`config.mk`:
```
export PLATFORM = sky130hd
export DESIGN_NAME = chr_bank_xlat
export DESIGN_NICKNAME = d
export VERILOG_FILES = /design/src/rtl/chr_bank_xlat.sv
export SDC_FILE = /design/constraint.sdc
export NUM_CORES = 1
export LEC_CHECK = 0
export BUFFER_PORTS_ARGS = -buffer_cell sky130_fd_sc_hd__buf_2
export CAP_MARGIN = 20
export CELL_PAD_IN_SITES_DETAIL_PLACEMENT = 1
export CELL_PAD_IN_SITES_GLOBAL_PLACEMENT = 1
export CORE_ASPECT_RATIO = 0.9
export CORE_MARGIN = 3
export CORE_UTILIZATION = 49
export CTS_BUF_LIST = sky130_fd_sc_hd__clkbuf_16
export CTS_CLUSTER_DIAMETER = 100
export CTS_CLUSTER_SIZE = 24
export DETAILED_ROUTE_END_ITERATION = 16
export PLACE_DENSITY = 0.82
export SYNTH_ARGS = -nofsm -noshare
export SYNTH_HDL_FRONTEND = slang
export SYNTH_SLANG_ARGS = --single-unit
export TNS_END_PERCENT = 30
```
`constraint.sdc`:
```
create_clock -name clk -period 5.05 [get_ports clk]
set_clock_uncertainty 0.05 [all_clocks]
set_input_delay 0.505 -clock clk [delete_from_list [all_inputs] [get_ports clk]]
set_output_delay 0.505 -clock clk [all_outputs]
set_load 0.03 [all_outputs]
```
`src/rtl/chr_bank_xlat.sv`:
```
module chr_bank_xlat #(
  parameter bit HAS_CHR_ROM = 1'b1,
  parameter bit FOUR_SCREEN = 1'b0,
  parameter int BANK_W      = 11
) (
  input  logic              clk,
  input  logic              rst_n,
  input  logic              wr_en,
  input  logic [15:0]       wr_addr,
  input  logic [7:0]        wr_data,
  input  logic [2:0]        ppu_slot,
  output logic [BANK_W-1:0] chr_bank,
  output logic [1:0]        mirror_mode,
  output logic [7:0]        inner_cmd
);
  localparam logic [7:0] BANK_INIT [8] = '{8'd0, 8'd2, 8'd4, 8'd5, 8'd6, 8'd7, 8'd0, 8'd1};

  logic [7:0] outer0, outer2, outer3, extra_a, extra_b, cmd, mir_reg;
  logic [7:0] bank_r [8];
  logic [1:0] latch;

  wire        outer_wr = wr_en && (wr_addr[15:12] == 4'h5);
  wire        inner_wr = wr_en && wr_addr[15];
  wire        flat     = outer0[6];
  wire        raw      = !outer0[6] && outer0[5];
  wire [15:0] dec      = wr_addr & 16'hE001;
  wire        extra_wr = inner_wr && !flat && (dec == 16'h8001) && outer3[1] && cmd[3];
  wire [7:0]  cmd_in   = (!HAS_CHR_ROM && (wr_data == 8'h46 || wr_data == 8'h47))
                         ? (wr_data ^ 8'h01) : wr_data;

  always_ff @(posedge clk) begin
    if (!rst_n) begin
      outer0  <= 8'h04;
      outer2  <= 8'h00;
      outer3  <= 8'h00;
      extra_a <= 8'hFF;
      extra_b <= 8'hFF;
      cmd     <= 8'h00;
      mir_reg <= 8'h00;
      latch   <= 2'b00;
      for (int i = 0; i < 8; i++) bank_r[i] <= BANK_INIT[i];
    end else begin
      if (outer_wr) begin
        case (wr_addr[1:0])
          2'd0: outer0 <= wr_data;
          2'd2: outer2 <= wr_data;
          2'd3: outer3 <= wr_data;
          default: ;
        endcase
      end
      if (inner_wr) begin
        if (flat) begin
          latch <= (outer0[5:4] == 2'b00) ? wr_data[1:0] : 2'b00;
        end else if (extra_wr) begin
          if (cmd[1:0] == 2'd2) extra_a <= wr_data;
          if (cmd[1:0] == 2'd3) extra_b <= wr_data;
        end else begin
          case (dec)
            16'h8000: cmd <= cmd_in;
            16'h8001: bank_r[cmd[2:0]] <= wr_data;
            16'hA000: mir_reg <= wr_data;
            default: ;
          endcase
        end
      end
    end
  end

  wire [2:0] lslot = ppu_slot ^ {cmd[7], 2'b00};
  logic [7:0] inner_val, ext_val;

  always_comb begin
    case (lslot)
      3'd0:    inner_val = {bank_r[0][7:1], 1'b0};
      3'd1:    inner_val = {bank_r[0][7:1], 1'b1};
      3'd2:    inner_val = {bank_r[1][7:1], 1'b0};
      3'd3:    inner_val = {bank_r[1][7:1], 1'b1};
      default: inner_val = bank_r[lslot - 3'd2];
    endcase
    case (lslot[1:0])
      2'd0:    ext_val = bank_r[0];
      2'd1:    ext_val = extra_a;
      2'd2:    ext_val = bank_r[1];
      default: ext_val = extra_b;
    endcase
  end

  wire        use_ext  = outer3[1] && !lslot[2];
  wire [10:0] based    = {1'b0, outer2[6:0], 3'b000} | {3'b000, (use_ext ? ext_val : inner_val)};
  wire [10:0] flat_bnk = {(outer2 | {6'b0, latch}), ppu_slot};
  wire [10:0] bank11   = flat ? flat_bnk : (raw ? {3'b000, inner_val} : based);

  assign chr_bank    = BANK_W'(bank11);
  assign mirror_mode = FOUR_SCREEN ? 2'b10 : {1'b0, mir_reg[0]};
  assign inner_cmd   = cmd;
endmodule

```
# --- Word level (Yosys, flattened, before mapping) ---
# Memory sizes are Yosys's and may differ from the RTL's.
# Index checks and enable logic that the tools add are counted.
word_totals:
  ff_bits: 44
  ram_bits: 64
  in_bits: 30
  n_memories: 1
mem_list:
  columns: ["memory", "words", "word_bits", "read_ports", "rd_ports_with_merged_regs", "wr", "line_no", "text"]
  rows:
  - ["bank_r", 8, 8, 3, 0, 8, "19", "logic [7:0] bank_r [8];"]
op_classes:
  n_addsub: 1
  n_eq_ne: 13
  muxes: 16
  bitwise_logic: 5
  n_reduce_logical: 23
op_table:
  columns: ["op", "n"]
  rows:
  - ["$pmux W8 S4", 1]
  - ["$pmux W8 S3", 1]
  - ["$mux W8", 2]
  - ["$reduce_and A4 Y1", 4]
  - ["$eq A4 B4 Y1 const B", 3]
  - ["$mux W11", 1]
  - ["$eq A2 B2 Y1 const B", 5]
  - ["$mux W10", 1]
  - ["$or A10 B8 Y10", 1]
  - ["$logic_and A1 B1 Y1", 8]
  - ["$mux W1", 8]
  - ["$or A8 B2 Y8", 1]
  - ["$reduce_and A2 Y1", 4]
  - ["$reduce_or A8 Y1", 1]
  - ["$eq A3 B2 Y1 const B", 2]
  - ["$logic_not A2 Y1", 3]
  - ["$eq A4 B3 Y1 const B", 1]
  - ["$eq A3 B1 Y1 const B", 1]
  - ["$logic_not A3 Y1", 1]
  - ["$mux W3", 1]
  - ["$sub A3 B2 Y3 const B", 1]
  - ["$xor A3 B3 Y3", 1]
  - ["$eq A2 B1 Y1 const B", 1]
  - ["$logic_not A1 Y1", 2]
  - ["other kinds (2)", 3]

# --- Depth between registers and ports, before layout ---
# Gate-level depths: netlist of the first run.
logic_depth:
  depth_word: 12
  depth_mapped: 6
  ltp_nobuf: 4

# --- Least setup slack after synthesis of the first run ---
# No wires, ideal clock.
synth_timing:
  kind: "in2out"
  startpoint: "in ppu_slot[1]"
  endpoint: "out chr_bank[0]"
  arrival_ns: 2.079
  required_ns: 4.495
  path_slack_ns: 2.416
  path_stages: 5
  cell_sequence: "clkbuf_1 buf_2 mux2i_1 o311a_1 o31ai_1"
synth_via:
  elab_chain_cells: 8
  elab_cells_between_ends: 16
  classes_between: "1 x add/sub; 5 x eq/ne; 5 x mux; 2 x bitwise; 2 x reduce/logical; 1 x memory"
synth_rtl:
  columns: ["element", "line_no", "text"]
  rows:
  - ["from (decl)", "11", "input logic [2:0] ppu_slot,"]
  - ["$xor A3 B3 Y3 (*)", "69", "wire [2:0] lslot = ppu_slot ^ {cmd[7], 2'b00};"]
  - ["$sub A3 B2 Y3", "78", "default: inner_val = bank_r[lslot - 3'd2];"]
  - ["$mem_v2 Z8 W8", null, null]
  - ["$pmux W8 S4", "73", "case (lslot)"]
  - ["$mux W8", "89", "wire [10:0] based = {1'b0, outer2[6:0], 3'b000} | {3'b000, (use_ext ? ext_val : inner_val)};"]
  - ["$or A10 B8 Y10", "89", null]
  - ["$mux W10 (*)", "91", "wire [10:0] bank11 = flat ? flat_bnk : (raw ? {3'b000, inner_val} : based);"]
  - ["$mux W11 (*)", "91", null]
  - ["to (decl)", "12", "output logic [BANK_W-1:0] chr_bank,"]
# Mark *: on every way between the ends. The rest lies on a longest branch, timed or not.

==> key figures, run 1 <==
Run status
  • Status: completed

CTS
  • H-Tree Depth: 3
  • Root Buffer: clkbuf_16
  • CTS buffer count: 9
  • Clk_lat worst skew: 340 ps
  • CTS Hold Bufs: 0
  • Clock-pin slew on the worst setup and hold paths: 60 ps
  • Post-CTS Setup Bufs: 0
  • # resized after CTS: 0
  • Clock sinks: 87
  • CTS tree: yes
  • Max clock buf depth: 2

Drt
  • Via count: 2902
  • Drt wl/cell: 22.2 µm
  • Initial DRC count: 151
  • Avg Vias per Cell: 5.75
  • Final wirelength: 11200 µm
  • DRC Markers: 0
  • ANT nets after route: 0
  • DRT Pass-1 Iters: 4

Die
  • Die Ht: 93.6 µm
  • Core Footprint: 0.00818 mm²
  • Row Count: 31
  • Width of the die: 103 µm
  • # IOs: 51
  • Initial Util: 51.0%
  • Die ar.: 0.00967 mm²

Synth
  • Asr flop ratio synth: 0%
  • Largest family of logic cells by synthesized area: simple AND/OR/NAND/NOR gates
  • Post-synth EDFFs: 48
  • Cell area after synthesis: 0.00418 mm²
  • Synth warn: 0
  • Avg Inst Size Synth: 11.6 µm²
  • Post-Synth Simple-Gate Area: 21.7%
  • Syn Inst Count: 360
  • Top-area cell type share of the netlist area: 34.5%
  • Synth Area in XOR/XNOR: 0.419%
  • Yosys top cell by area: edfxtp_1
  • Synthesized flop and latch total: 87
  • Sequential share of the synthesized area: 53.2%
  • Largest cells by area after synthesis: edfxtp_1 (35%), dfxtp_1 (19%), mux2i_1 (9.1%)
  • Mux contribution to synthesized area: 15.6%
  • Ys flop type: edfxtp_1
  • Mapped Nets: 390
  • Complex-gate fraction of the synthesized area: 5.96%
  • Synth unique cells: 45
  • Adder-cell share of the synthesized area: 0%

Global route
  • GRT Util Overall: 25.4%
  • Vias in the first global route: 3115
  • First-pass GRT wire length: 17800 µm
  • GRT overflow: 0
  • Largest net degree at the start of global routing: 47
  • Antenna violations before repair: 0

Worst setup path
  • Critical path fanouts, max: 21
  • Kind of critical path: flip-flop to flip-flop
  • Critical Path Source Type: flip-flop
  • Critical path required time: 4990 ps
  • Crit end category: flip-flop
  • Worst Path Arrival: 2970 ps

Timing
  • Final period utilization: 60.1%
  • Setup violators final: 0
  • RSZ-0062 raised after global routing: no
  • Worst slew margin: 42.8%
  • Worst-Margin Slew: 852 ps
  • Crit path time final: 3040 ps
  • Slew Viols, Final: 0
  • Worst Setup Slack, final: 2010 ps
  • Fmax: 329 MHz
  • Setup TNS: 0 ps
  • Final hold violation count: 0

Final layout
  • Final Cell Area: 0.00473 mm²
  • Inserted Diodes: 0
  • Final Net Count: 415
  • Fillers: 848
  • Most common cell after layout, fill and taps aside: edfxtp_1
  • Most frequent cells in the layout: edfxtp_1 (48), and2_1 (43), dfxtp_1 (39), buf_2 (39), mux2i_1 (38)
  • Largest register FFs: 48
  • Area grow syn2layout: 13.2%
  • Reg with most FFs: bank_r
  • Fraction of layout cells with a size suffix above 1: 19.2%

Placed design
  • Post-DP HPWL: 7530 µm
  • Port Buffers: 39
  • Dpl cell area: 0.00442 mm²
  • Setup WS pre-CTS: 1860 ps
  • Final GP Congestion: 0.807

Power and ir drop
  • Pwr Density: 326 mW/mm²
  • Static leakage: 0.00185 µW
  • Maximum vdd drop: 0.153 mV

Job
  • Max-cap violations: 0

Hold path
  • Hold Crit Class: flip-flop to flip-flop
[final cells by class]
class	count	area [µm²]	share of cell area, %
well taps	115	144	3.04
repair buffers	43	225	4.76
inverters	1	3.75	0.0794
clock buffers	11	275	5.82
flip-flops and latches	87	2220	47.0
multi-input cells	243	1830	38.7
clock inverters	5	28.8	0.609
[report_power, final]
group	internal, µW	total (µW)	switching [µW]
Clock	390	663	272
Combinational	38.8	116	77.0
Sequential	756	761	5.16
Total	1190	1540	355
[per-layer routing]
metal	vias up	part of all wire, %	global-route usage, %
li1	1345	-	-
met1	1470	44	34.0
met2	69	50	41.6
met3	18	3.7	4.85
met4	0	2.1	8.09
met5	-	0	0
[worst max-delay path, stage by stage, from the launching register on]
cell	delay [ps]
dfxtp_1	550
and4bb_1	640
nand4_1	440
nor3_2	550
nand2b_1	440
[cell families after synthesis]
kind of cell	Yosys count
other	1
DFF	87
AOI/OAI and AO/OA	34
buffers and inverters	30
xor gates and xnor gates	2
muxes	51
and+or+nand+nor	155
[synthesized netlist by cell type, drive strengths merged, types with 3 or more instances]
| master | count |
|---|---|
| or3 | 8 |
| o311a | 3 |
| dfxtp | 39 |
| mux4 | 11 |
| buf | 8 |
| nand3 | 14 |
| nor3 | 5 |
| nor3b | 3 |
| clkbuf | 21 |
| a21oi | 3 |
| nor2b | 17 |
| nand2 | 33 |
| nor2 | 9 |
| o21ai | 7 |
| mux2i | 38 |
| nand2b | 10 |
| edfxtp | 48 |
| a21boi | 9 |
| and2 | 43 |
| nand3b | 4 |
[worst paths after layout]
kind / start / to / slack (ps) / cells past startpoint
setup / recovery: outer0[6] / bank_r[1][3] / 2010 / 4
hold / removal: inner_cmd[6] / inner_cmd[6] / 420 / 2
setup reg to reg: outer0[6] / bank_r[1][3] / 2010 / 4
hold reg to reg: inner_cmd[6] / inner_cmd[6] / 420 / 2
[through the flow]
step                utilization [%]  hold WS [ps]  std cells  power (µW)
global placement               54.1           399        489         889
floorplan                         -           386        360         851
global route                   57.8           454        505        1590
CTS                            57.8           425        505        1550
detailed placement             54.1           409        489         892
finish                         57.8           419        505        1540
Power figures use the tool's default switching activity.
==> run 2, diff against run 1 <==
--- a/config.mk
+++ b/config.mk
@@ -11,12 +11,12 @@
 export CELL_PAD_IN_SITES_GLOBAL_PLACEMENT = 1
 export CORE_ASPECT_RATIO = 0.9
 export CORE_MARGIN = 3
-export CORE_UTILIZATION = 49
+export CORE_UTILIZATION = 46
 export CTS_BUF_LIST = sky130_fd_sc_hd__clkbuf_16
 export CTS_CLUSTER_DIAMETER = 100
 export CTS_CLUSTER_SIZE = 24
 export DETAILED_ROUTE_END_ITERATION = 16
-export PLACE_DENSITY = 0.82
+export PLACE_DENSITY = 0.78
 export SYNTH_ARGS = -nofsm -noshare
 export SYNTH_HDL_FRONTEND = slang
 export SYNTH_SLANG_ARGS = --single-unit
==> constraint.sdc (replaced) <==
create_clock -name clk -period 2.9 [get_ports clk]
set_clock_uncertainty 0.05 [all_clocks]
set_input_delay 0.29 -clock clk [delete_from_list [all_inputs] [get_ports clk]]
set_output_delay 0.29 -clock clk [all_outputs]
set_load 0.03 [all_outputs]
==> key figures, run 2 (synthesized netlist as in run 1, its figures left out) <==
Run status
  • Status: completed (unchanged)

Timing
  • RSZ-0062 raised after global routing: no (unchanged)
  • Final hold violation count: 0 (unchanged)
  • Worst slew margin: 55.5% (was 42.8%)
  • Slew Viols, Final: 0 (unchanged)
  • Setup TNS: 0 ps (unchanged)
  • Worst-Margin Slew: 665 ps (was 852 ps)
  • Fmax: 394 MHz
  • Final period utilization: 87.5%
  • Crit path time final: 2540 ps
  • Setup violators final: 0 (unchanged)

Worst setup path
  • Crit-path leading delay family: XOR/XNOR gates (was simple AND/OR/NAND/NOR gates)
  • CP max stage cell: xnor2_1 (was and4bb_1)
  • Crit. path cell count: 5 (was 4)
  • CP cell instances: xnor2_1 -> nand3b_1 -> o311a_1 -> o31ai_1 -> buf_2 (was and4bb_1 -> nand4_1 -> nor3_2 -> nand2b_1)
  • Worst Path Arrival: 2200 ps (was 2970 ps)
  • R2r setup slk: 690 ps (was 2010 ps)
  • Kind of critical path: flip-flop to output port (was flip-flop to flip-flop)
  • Worst R2R Path Depth: 5 (was 4)
  • Reg2reg start: outer0[6] (unchanged)
  • Critical path fanouts, max: 8 (was 21)
  • Crit end category: output port (was flip-flop)
  • R2R Path End: extra_b[5] (was bank_r[1][3])
  • Slowest stage delay, CP: 550 ps (was 640 ps)
  • Buf+Inv Stages, Crit Path: 1 (was 0)
  • Critical Path Source Type: flip-flop (unchanged)
  • Critical path required time: 2560 ps (was 4990 ps)

Job
  • Max-cap violations: 0 (unchanged)

CTS
  • Clock sinks: 87 (unchanged)
  • Post-CTS Setup Bufs: 0 (unchanged)
  • Clk_lat worst skew: 340 ps (about the same)
  • # resized after CTS: 0 (unchanged)
  • CTS buffer count: 9 (unchanged)
  • Clock-pin slew on the worst setup and hold paths: 70 ps (was 60 ps)
  • Max clock buf depth: 2 (unchanged)
  • H-Tree Depth: 3 (unchanged)
  • Root Buffer: clkbuf_16 (unchanged)
  • CTS tree: yes (unchanged)
  • CTS Hold Bufs: 0 (unchanged)

Global route
  • GRT Util Overall: 23.3% (was 25.4%)
  • GRT overflow: 0 (unchanged)
  • Antenna violations before repair: 0 (unchanged)
  • Largest net degree at the start of global routing: 46 (was 47)
  • First-pass GRT wire length: 17500 µm (was 17800 µm)
  • Vias in the first global route: 3136 (was 3115)

Power and ir drop
  • NetSw: 633 µW (was 355 µW)
  • Maximum vdd drop: 0.421 mV (was 0.153 mV)
  • Static leakage: 0.00190 µW (was 0.00185 µW)
  • Logic pwr share: 8.0% (was 7.5%)
  • Pwr Density: 542 mW/mm² (was 326 mW/mm²)
  • Reg power frac: 50.9% (was 49.4%)
  • Internal: 1970 µW (was 1190 µW)
  • Clock share of power: 41.2% (was 43.0%)
  • Net Sw Frac: 24.3% (was 23.0%)

Die
  • Die ar.: 0.0103 mm² (was 0.00967 mm²)
  • Row Count: 32 (was 31)
  • Width of the die: 106 µm (was 103 µm)
  • # IOs: 51 (unchanged)
  • Initial Util: 48.1% (was 51.0%)
  • Core Footprint: 0.00869 mm² (was 0.00818 mm²)
  • Die Ht: 96.4 µm (was 93.6 µm)

Drt
  • Initial DRC count: 163 (was 151)
  • Drt wl/cell: 20.9 µm (was 22.2 µm)
  • ANT nets after route: 0 (unchanged)
  • Final wirelength: 11000 µm (was 11200 µm)
  • Via count: 2911 (was 2902)
  • DRC Markers: 0 (unchanged)
  • Routed length on met2: 5560 µm (was 5620 µm)
  • Routed metal-1 wirelength: 4840 µm (was 4960 µm)
  • WL met3: 389 µm (was 417 µm)
  • DR top layer: met4 (unchanged)
  • Avg Vias per Cell: 5.57 (was 5.75)
  • DRT Pass-1 Iters: 4 (unchanged)

Final layout
  • Inserted Diodes: 0 (unchanged)
  • Largest register FFs: 48 (unchanged)
  • Fillers: 931 (was 848)
  • FF+latch area: 0.00222 mm² (unchanged)
  • Most frequent cells in the layout: edfxtp_1 (48), and2_1 (43), dfxtp_1 (39), buf_2 (39), mux2i_1 (38) (unchanged)
  • Most common cell after layout, fill and taps aside: edfxtp_1 (unchanged)
  • Final Cell Area: 0.00481 mm² (was 0.00473 mm²)
  • Final core occ: 55.3% (was 57.8%)
  • Fraction of layout cells with a size suffix above 1: 22.3% (was 19.2%)
  • Final Net Count: 429 (was 415)
  • Reg with most FFs: bank_r (unchanged)
  • Area grow syn2layout: 15.1% (was 13.2%)
  • Multi-input gate area: 0.00183 mm² (unchanged)

Placed design
  • Post-DP HPWL: 7650 µm (was 7530 µm)
  • Port Buffers: 39 (unchanged)
  • Final GP Congestion: 0.787 (was 0.807)
  • Dpl cell area: 0.00453 mm² (was 0.00442 mm²)

Hold path
  • HP Start: wr_data[3] (was inner_cmd[6])
  • Hold Crit Class: input port to flip-flop (was flip-flop to flip-flop)
  • Hold path depth: 3 (was 2)
  • Worst Hold Path EP: inner_cmd[3] (was inner_cmd[6])
[run 2: cell count changes in the layout (fill, tap and decap cells not counted), sizes merged]
cell,previous run,this run
clkbuf,11,9
clkinv,3,5
clkinvlp,0,1
buf,43,57
inv,3,2
[run 2: worst register-to-register path: cells and delay by family (launching register included)]
kind                   cells  cell delay, ps
flip-flops                 1             320
buffers and inverters      1             210
multiplexers               1             280
AND/OR/NAND/NOR            3            1210
[run 2: worst max-delay path by stage]
| stage | from | to | slack (ps) |
|---|---|---|---|
| 3_3_place_gp | wr_addr[14] | bank_r[0][0] | 660 |
| 2_1_floorplan | inner_cmd[7] | chr_bank[0] | 500 |
| 6_report | inner_cmd[7] | chr_bank[0] | 360 |
| 5_1_grt | inner_cmd[7] | chr_bank[0] | 150 |
| 4_1_cts | inner_cmd[7] | chr_bank[0] | 310 |
| 3_5_place_dp | ppu_slot[0] | chr_bank[1] | 620 |
[run 2: through the flow]
step                power, µW  hold slack (ps)  std cells  setup WS [ps]
floorplan                1480              386        360            501
global placement         1550              398        507            656
detailed placement       1560              413        507            619
CTS                      2620              260        523            312
global route             2690              287        523            151
finish                   2600              261        523            361
[run 2: area by class of cell]
type,instances,share of cell area [%]
inverter,1,0.0781
sequential,87,46.2
multi-input combinational,243,38.1
clock buffer,9,4.69
clock inverter,7,0.989
tap,119,3.10
timing repair buffer,57,6.87
[run 2: power by group through the flow]
| stage | registers, µW | clock network [µW] | logic (µW) |
|---|---|---|---|
| 3_3_place_gp | 1350 | 0 | 204 |
| 6_report | 1320 | 1070 | 208 |
| 2_1_floorplan | 1350 | 0 | 130 |
| 5_1_grt | 1330 | 1140 | 224 |
| 4_1_cts | 1320 | 1090 | 210 |
| 3_5_place_dp | 1350 | 0 | 209 |
[run 2: layer usage]
metal	vias up	track usage, %
li1	1372	-
met1	1479	29.1
met2	48	41.9
met3	12	3.65
met4	0	7.77
met5	-	0
